[src/rtl/spi_wr_pkg.sv]
package spi_wr_pkg;

  // Mode captured at command acceptance.
  typedef struct packed {
    logic cpol;
    logic cpha;
  } spi_mode_t;

  // Number of system cycles in one serial-clock half period.
  function automatic int unsigned half_cycles(input int unsigned div);
    return div + 1;
  endfunction

  // Transition on which the master changes mosi.
  // Transitions are numbered from 1; odd ones are leading edges.
  function automatic logic launch_edge(input logic cpha,
                                       input logic [15:0] num,
                                       input logic [15:0] last);
    if (cpha) return num[0];
    return (!num[0]) && (num != last);
  endfunction

  // Transition on which both sides sample their data input.
  function automatic logic sample_edge(input logic cpha, input logic [15:0] num);
    return cpha ? !num[0] : num[0];
  endfunction

endpackage

[src/rtl/spi_wr_halftick.sv]
module spi_wr_halftick #(
  parameter int DIV = 3
) (
  input  logic clk,
  input  logic rst_n,
  input  logic run,
  output logic tick
);
  import spi_wr_pkg::*;

  localparam int unsigned HALF = half_cycles(DIV);

  generate
    if (HALF == 1) begin : g_every_cycle
      assign tick = run;
    end else begin : g_counter
      localparam int CW = $clog2(HALF);
      logic [CW-1:0] cnt;

      assign tick = run && (cnt == CW'(HALF - 1));

      always_ff @(posedge clk or negedge rst_n) begin
        if (!rst_n)              cnt <= '0;
        else if (!run || tick)   cnt <= '0;
        else                     cnt <= cnt + 1'b1;
      end
    end
  endgenerate

endmodule

[src/rtl/spi_wr_seq.sv]
module spi_wr_seq #(
  parameter int EDGES = 32,
  parameter int CNT_W = 6
) (
  input  logic             clk,
  input  logic             rst_n,
  input  logic             start,
  input  logic             tick,
  input  logic             cpol,
  output logic             load,
  output logic             edge_evt,
  output logic             fin_evt,
  output logic [CNT_W-1:0] edge_num,
  output logic             busy,
  output logic             cs_n,
  output logic             done,
  output logic             sclk_q
);

  logic [CNT_W-1:0] tk;

  assign load     = start && !busy;
  assign edge_evt = tick && (tk <  CNT_W'(EDGES));
  assign fin_evt  = tick && (tk == CNT_W'(EDGES));
  assign edge_num = tk + 1'b1;

  always_ff @(posedge clk or negedge rst_n) begin
    if (!rst_n) begin
      busy   <= 1'b0;
      cs_n   <= 1'b1;
      done   <= 1'b0;
      tk     <= '0;
      sclk_q <= 1'b0;
    end else begin
      done <= 1'b0;
      if (load) begin
        busy   <= 1'b1;
        cs_n   <= 1'b0;
        tk     <= '0;
        sclk_q <= cpol;
      end else if (edge_evt) begin
        tk     <= tk + 1'b1;
        sclk_q <= ~sclk_q;
      end else if (fin_evt) begin
        busy <= 1'b0;
        cs_n <= 1'b1;
        done <= 1'b1;
      end
    end
  end

endmodule

[src/rtl/spi_wr_shift.sv]
module spi_wr_shift #(
  parameter int BITS  = 16,
  parameter int EDGES = 32,
  parameter int CNT_W = 6
) (
  input  logic             clk,
  input  logic             rst_n,
  input  logic             load,
  input  logic [BITS-1:0]  word,
  input  logic             cpha_ld,
  input  logic             cpha_run,
  input  logic             edge_evt,
  input  logic             fin_evt,
  input  logic [CNT_W-1:0] edge_num,
  input  logic             miso,
  output logic             mosi,
  output logic [BITS-1:0]  rx
);
  import spi_wr_pkg::*;

  logic [BITS-1:0] tx;
  logic            mosi_q;
  logic            launch;
  logic            sample;

  assign launch = edge_evt && launch_edge(cpha_run, 16'(edge_num), 16'(EDGES));
  assign sample = edge_evt && sample_edge(cpha_run, 16'(edge_num));
  assign mosi   = mosi_q;

  always_ff @(posedge clk or negedge rst_n) begin
    if (!rst_n) begin
      tx     <= '0;
      mosi_q <= 1'b0;
    end else if (load) begin
      if (cpha_ld) begin
        mosi_q <= 1'b0;
        tx     <= word;
      end else begin
        mosi_q <= word[BITS-1];
        tx     <= word << 1;
      end
    end else if (launch) begin
      mosi_q <= tx[BITS-1];
      tx     <= tx << 1;
    end else if (fin_evt) begin
      mosi_q <= 1'b0;
    end
  end

  always_ff @(posedge clk or negedge rst_n) begin
    if (!rst_n)      rx <= '0;
    else if (sample) rx <= {rx[BITS-2:0], miso};
  end

endmodule

[src/rtl/spi_regwr_master.sv]
module spi_regwr_master #(
  parameter int DIV    = 3,
  parameter int ADDR_W = 8,
  parameter int DATA_W = 8
) (
  input  logic                       clk,
  input  logic                       rst_n,
  input  logic                       start,
  input  logic [ADDR_W-1:0]          addr,
  input  logic [DATA_W-1:0]          wdata,
  input  logic                       cpol,
  input  logic                       cpha,
  output logic                       busy,
  output logic                       done,
  output logic [ADDR_W+DATA_W-1:0]   rdata,
  output logic                       sclk,
  output logic                       cs_n,
  output logic                       mosi,
  input  logic                       miso
);
  import spi_wr_pkg::*;

  localparam int FRAME_BITS = ADDR_W + DATA_W;
  localparam int EDGES      = 2 * FRAME_BITS;
  localparam int CNT_W      = $clog2(EDGES + 2);

  logic             tick;
  logic             load;
  logic             edge_evt;
  logic             fin_evt;
  logic [CNT_W-1:0] edge_num;
  logic             sclk_q;
  spi_mode_t        mode_q;

  always_ff @(posedge clk or negedge rst_n) begin
    if (!rst_n)    mode_q <= '0;
    else if (load) mode_q <= '{cpol: cpol, cpha: cpha};
  end

  spi_wr_halftick #(.DIV(DIV)) u_tick (
    .clk  (clk),
    .rst_n(rst_n),
    .run  (busy),
    .tick (tick)
  );

  spi_wr_seq #(.EDGES(EDGES), .CNT_W(CNT_W)) u_seq (
    .clk     (clk),
    .rst_n   (rst_n),
    .start   (start),
    .tick    (tick),
    .cpol    (cpol),
    .load    (load),
    .edge_evt(edge_evt),
    .fin_evt (fin_evt),
    .edge_num(edge_num),
    .busy    (busy),
    .cs_n    (cs_n),
    .done    (done),
    .sclk_q  (sclk_q)
  );

  spi_wr_shift #(.BITS(FRAME_BITS), .EDGES(EDGES), .CNT_W(CNT_W)) u_shift (
    .clk     (clk),
    .rst_n   (rst_n),
    .load    (load),
    .word    ({addr, wdata}),
    .cpha_ld (cpha),
    .cpha_run(mode_q.cpha),
    .edge_evt(edge_evt),
    .fin_evt (fin_evt),
    .edge_num(edge_num),
    .miso    (miso),
    .mosi    (mosi),
    .rx      (rdata)
  );

  // Idle level follows the polarity input; during a frame the toggling copy.
  assign sclk = busy ? sclk_q : cpol;

endmodule

[config.mk]
export PLATFORM = sky130hd
export DESIGN_NAME = spi_regwr_master
export DESIGN_NICKNAME = d
export VERILOG_FILES = /design/src/rtl/spi_wr_pkg.sv /design/src/rtl/spi_wr_halftick.sv /design/src/rtl/spi_wr_seq.sv /design/src/rtl/spi_wr_shift.sv /design/src/rtl/spi_regwr_master.sv
export SDC_FILE = /design/constraint.sdc
export NUM_CORES = 1
export LEC_CHECK = 0
export CAP_MARGIN = 20
export CORE_UTILIZATION = 55
export CTS_CLUSTER_SIZE = 25
export DETAILED_ROUTE_END_ITERATION = 10
export GPL_ROUTABILITY_DRIVEN = 0
export GPL_TIMING_DRIVEN = 0
export PLACE_DENSITY = 0.94
export SLEW_MARGIN = 20
export SYNTH_ARGS = -nofsm -noshare
export SYNTH_HDL_FRONTEND = slang
export SYNTH_HIERARCHICAL = 1
export SYNTH_SLANG_ARGS = --single-unit
export TNS_END_PERCENT = 10
[constraint.sdc]
create_clock -name clk -period 4 [get_ports clk]
set_input_delay 0.8 -clock clk [delete_from_list [all_inputs] [get_ports clk]]
set_output_delay 0.8 -clock clk [all_outputs]
set_load 0.05 [all_outputs]
; Word level (Yosys, flattened, before mapping)
; Index checks and enable logic that the tools add are counted.
; Widths: inputs -> output; s select.
[totals]
wordCells = 58
ff_bits = 46
out_inout_bits = 21
in_bits = 22
[op_classes]
n_bitwise = 1
order_cmp = 1
mux = 25
eq_ne = 4
reduce_logical = 15
addsub = 2
[op_table]
columns = operator, count
row1 = $mux 16, 3
row2 = $mux 1, 19
row3 = $mux 6, 2
row4 = $logic_and 1x1->1, 7
row5 = $add 6x1->6 const B, 1
row6 = $eq 6x6->1 const B, 1
row7 = $lt 6x6->1 const B, 1
row8 = $ne 6x6->1 const B, 1
row9 = $reduce_bool 2->1, 3
row10 = $reduce_bool 3->1, 1
row11 = $add 2x1->2 const B, 1
row12 = $eq 2x2->1 const B, 1
row13 = $logic_not 1->1, 2
row14 = $mux 2, 1
row15 = $ne 2x2->1 const B, 1
row16 = $reduce_and 2->1, 1
row17 = $logic_or 1x1->1, 1
row18 = $not 1->1, 1

; Logic depth before layout (Yosys ltp)
[depth]
depth_word = 7
mapped_depth = 10

; Modules after synthesis
; Netlist, hierarchy kept.
[by_module_without_submodules]
columns = mod, area_per_inst_um2, n_inst, cells_each, seq_area_each_um2
row1 = spi_wr_shift, 1581.5, 1, 113, 825.8
row2 = spi_wr_seq, 523.0, 1, 52, 251.5
row3 = spi_wr_halftick, 91.3, 1, 6, 50.0
row4 = spi_regwr_master, 55.1, 1, 3, 25.0

; Worst setup path after synthesis
; Ideal clock, no wire load.
[synth_path]
kind = register to register
from = register u_seq.tk[2]
to = register u_shift.tx[7]
setup_time_ps = 144
setup_slack_ps = 1621
t_arrival_ps = 2235
path_stages_with_launch = 10
path_cell_list = dfrtp_1 > nand3_1 > or2_2 > xnor2_1 > or4b_1 > o311ai_1 > buf_4 > buf_12 > mux2i_1 > mux2i_1
[synth_via]
elab_chain_cells = 6
word_cells_on_any_way = 8
classes_between = 1 x add/sub / 1 x order compare / 1 x eq/ne / 1 x mux / 4 x reduce/logical
[synth_lines]
columns = item, line_no
row1 = from (decl), spi_wr_seq.sv:20  ; logic [CNT_W-1:0] tk;
row2 = from (signal assigned), spi_wr_seq.sv:42  ; tk <= tk + 1'b1;
row3 = $add 6x1->6, spi_wr_seq.sv:25  ; assign edge_num = tk + 1'b1;
row4 = named net edge_num[5], spi_regwr_master.sv:31  ; logic [CNT_W-1:0] edge_num;
row5 = $ne 6x6->1, spi_wr_pkg.sv:20  ; return (!num[0]) && (num != last);
row6 = $logic_and 1x1->1, spi_wr_pkg.sv:20
row7 = $mux 1, spi_wr_pkg.sv:20
row8 = $logic_and 1x1->1, spi_wr_shift.sv:26  ; assign launch = edge_evt && launch_edge(cpha_run, 16'(edge_num), 16'(EDGES));
row9 = $reduce_bool 2->1 (no source line), n/a
row10 = to (signal assigned), spi_wr_shift.sv:37  ; tx <= word;
row11 = to (signal assigned), spi_wr_shift.sv:40  ; tx <= word << 1;
row12 = to (signal assigned), spi_wr_shift.sv:44  ; tx <= tx << 1;
row13 = to (decl), spi_wr_shift.sv:21  ; logic [BITS-1:0] tx;
; The timed path passes the listed nets, and every way through them passes these cells.
; A chain may end at the register's enable or synchronous reset.

; Worst setup path in the final report
[layout_path]
from = input port cpol
to = output port sclk
[layout_via]
elab_chain_cells = 1
[layout_lines]
columns = item, line_no
row1 = from (decl), spi_regwr_master.sv:11  ; input logic cpol,
row2 = $mux 1, spi_regwr_master.sv:79  ; assign sclk = busy ? sclk_q : cpol;
row3 = to (decl), spi_regwr_master.sv:16  ; output logic sclk,
; Every way passes these cells.

==> summary.md <==
| Metric | Value |
|---|---|
| Post-CTS resize count | `0` |
| Status | `completed` |
| Met2 GRT Util | `around 33%` |
| Global-route wire length before repair | `roughly 7000 µm` |
| Bufs on Longest Clock Path | `2` |
| CTS H-tree depth | `2` |
| Commonest cells after routing, fill and taps aside | `mux2i_1, dfrtp_1, clkdlybuf4s50_1, mux2_2` |
| First-pass DRT Iterations | `3` |
| FF-to-FF Start | `u_seq/tk[2]$_DFFE_PN0P_` |
| Clk_lat worst skew | `0.29 ns` |
| Final period util | `between 70% and 80%` |
| Buffers on Ports | `42` |
| Number of synthesis warnings | `6` |
| Fill count | `about 270` |
| Cts hold-fix bufs | `0` |
| Max-cap violations | `0` |
| Final Max Tran Viols | `0` |
| Cell Area, Synth | `between 0.002 and 0.0025 mm²` |
| Antenna-violating nets left | `0` |
| Syn avg cell area | `12.9 µm²` |
| DRC viols | `0` |
| Avg WL per Cell | `about 14 µm` |
| Fmax | `around 330 MHz` |
| Post-Synthesis Cells | `between 150 and 200` |
| Final Skew | `about 0.004 ns` |
| Area after DPL | `~0.0028 mm²` |
| Most common cell after layout, fill and taps aside | `mux2i_1` |
| Initial antenna violation count | `0` |
| Cell taking the most area after synthesis | `dfrtp_1` |
| Antenna diode count | `0` |
| Vias in the first global route | `roughly 1500` |
| Core Region | `~0.0038 mm²` |
| Worst EP required | `approximately 3.2 ns` |
| Busiest grt layer | `met2` |
| Worst r2r path cells | `9` |
| CTS Sinks | `46` |
| Final-report hold violation count | `0` |
| Hold path depth | `1` |
| Hold Path Sink | `u_tick/g_counter.cnt[0]$_DFF_PN0_` |
| Largest net degree at the start of global routing | `25` |
| Die area | `between 0.004 and 0.005 mm²` |
| TritonCTS clock tree | `yes` |
| Final Instance Area | `0.00283 mm²` |
| Area share of the largest cell type after synthesis | `between 50% and 60%` |
| Share of cells above drive strength 1 | `approximately 15%` |
| Setup violators final | `0` |
| Psw | `~0.64 mW` |
| Root Buffer | `clkbuf_8` |
| Sequential area share after synthesis | `between 50% and 60%` |
| HP Start | `u_tick/g_counter.cnt[0]$_DFF_PN0_` |
| Max VDD drop | `0.314 mV` |
| Synth Register Bits | `46` |
| Grt met1 use | `~30%` |
| Relative slew slack | `between 50% and 60%` |
| Nets | `about 250` |
| Clock share of power | `15.1%` |
| Area grow syn2layout | `25.7%` |
| Initial Utilization | `around three fifths` |
| Post-CTS Setup Bufs | `0` |
| Sequential Power Share | `a little over two fifths` |
| Overflow after GRT | `0` |
| CP Max Fanout | `2` |
| R2R Path End | `u_shift/tx[8]$_DFFE_PN0P_` |
| Die Width | `~66 µm` |
| Critical path arrival | `around 2.2 ns` |
| PwrDens | `around 610 mW/mm²` |
| Post-layout minimum cycle time | `approximately 3.0 ns` |
| GR Layer Usage met3 | `under 10%` |
| Total GRT Usage | `about a fifth` |
| I/O pin cnt | `between 40 and 50` |
| Worst Max-Slew Pin Slew | `between 0.6 and 0.7 ns` |
| Sequential cell area | `0.00115 mm²` |
| Sw frac | `approximately 37%` |
| Crit path kind | `input port to output pin` |
| Post-DP HPWL | `2920 µm` |
| Via count | `around 1500` |
| Fin Setup TNS | `0 ns` |
| Die Ht | `66.0 µm` |
| Multi-input logic area | `0.00102 mm²` |
| Slack of the worst reg-to-reg path | `between 1 and 1.5 ns` |
| CP Launch Type | `input port` |
| Endpoint class of the critical path | `output pin` |
| Top cells by area, synth | `dfrtp_1, mux2i_1, mux2_2, xnor2_1, ha_1` |
| Via density | `5.42` |
| Post-synthesis net count | `a little under 200` |
| Total routed wirelength | `3910 µm` |
| Logic pwr share | `between 40% and 50%` |
| CTS Buf Count | `5` |
| Row Count | `22` |
| Yosys cell types | `37` |
| Worst Hold Class | `register to register` |
| Initial DRC Count | `87` |
| P_int | `1.09 mW` |
| Pleak | `about 1.3 nW` |
| RSZ-0062 raised after global routing | `false` |
| Clk slew on worst S/H paths | `roughly 0.08 ns` |
[flip-flops by register name, summed over array words and instances, names as in the netlist]
| register | cells |
|---|---|
| u_seq/cs_n | 1 |
| u_seq/sclk_q | 1 |
| u_shift/rx | 16 |
| u_seq/tk | 6 |
| u_shift/tx | 16 |
| u_shift/mosi | 1 |
| u_tick/g_counter.cnt | 2 |
| u_seq/done | 1 |
| u_seq/busy | 1 |
| mode_q | 1 |
[synth_stat cells]
| master | count |
|---|---|
| a21o_1 | 1 |
| a21oi_1 | 2 |
| and2_2 | 1 |
| and3b_1 | 1 |
| buf_1 | 1 |
| buf_12 | 1 |
| buf_2 | 1 |
| buf_4 | 1 |
| buf_6 | 1 |
| clkbuf_1 | 4 |
| clkinv_1 | 1 |
| dfrtp_1 | 45 |
| dfstp_2 | 1 |
| ha_1 | 3 |
| inv_1 | 4 |
| mux2_2 | 16 |
| mux2_4 | 2 |
| mux2i_1 | 47 |
| nand2_1 | 6 |
| nand2b_1 | 2 |
| nand2b_4 | 1 |
| nand3_1 | 4 |
| nand3b_1 | 1 |
| nor2_1 | 4 |
| nor2b_1 | 1 |
| nor3b_2 | 1 |
| nor4b_1 | 1 |
| o21a_1 | 1 |
| o21ai_0 | 4 |
| o21ai_1 | 1 |
| o22ai_1 | 1 |
| o311ai_1 | 1 |
| or2_2 | 1 |
| or3_1 | 2 |
| or4b_1 | 1 |
| xnor2_1 | 5 |
| xor2_1 | 3 |
[final cells by class]
type                    instances  share of cell area [%]
plain buffers                   9                    2.21
clock buffers                   7                    2.70
inverters                       5                   0.663
multi-input cells             114                    35.9
flip-flops and latches         46                    40.7
well taps                      48                    2.12
repair buffers                 43                    15.6
[metrics by stage]
stage	setup slack [ns]	std cells	hold WS, ns	power, mW	utilization [%]
floorplan	1.62	174	0.429	1.26	-
global placement	0.975	264	0.437	1.44	71.9
detailed placement	0.957	265	0.457	1.47	72.5
CTS	0.970	272	0.467	1.74	74.5
global route	0.942	272	0.490	1.84	74.5
finish	0.979	272	0.473	1.73	74.5
[how the worst max path moves through the flow]
stage                                       start                    endpoint
final                                        cpol                        sclk
after detailed placement                    start  u_shift/tx[14]$_DFFE_PN0P_
after global routing                         cpol                        sclk
after global placement                      rst_n  u_shift/tx[10]$_DFFE_PN0P_
after floorplan           u_seq/tk[2]$_DFFE_PN0P_   u_shift/tx[7]$_DFFE_PN0P_
after CTS                                    cpol                        sclk
[per-layer routing]
| metal | wire [µm] | share of wire [%] | vias to the layer above |
|---|---|---|---|
| li1 | - | - | 715 |
| met1 | 1870 | 48 | 721 |
| met2 | 1870 | 48 | 36 |
| met3 | 136 | 3.5 | 3 |
| met4 | 29 | 0.74 | 0 |
| met5 | 0 | 0 | - |
[critical path, cell delays in order]
cell and delay [ns]:
clkdlybuf4s50_1 0.49, mux2_4 0.14, clkdlybuf4s50_1 0.79
[cell families (layout without fill, tap and decap cells)]
group | Yosys count | in the layout | share of synthesized area, %
AO/OA/AOI/OAI | 11 | 11 | 2.89
XOR/XNOR | 8 | 8 | 3.11
adder cells (fa/ha/maj) | 3 | 3 | 1.67
buffers and inverters | 14 | 64 | 3.61
flip-flops | 46 | 46 | 51.2
multiplexers | 65 | 65 | 30.2
AND/OR/NAND/NOR | 27 | 27 | 7.28
[power by group through the flow]
| stage | clock (mW) | combinational, mW | sequential, mW |
|---|---|---|---|
| floorplan | 0 | 0.395 | 0.862 |
| global placement | 0 | 0.710 | 0.731 |
| detailed placement | 0 | 0.734 | 0.740 |
| CTS | 0.267 | 0.739 | 0.731 |
| global route | 0.286 | 0.796 | 0.755 |
| finish | 0.261 | 0.734 | 0.730 |
Note: power is estimated with default switching activity, not from simulation.
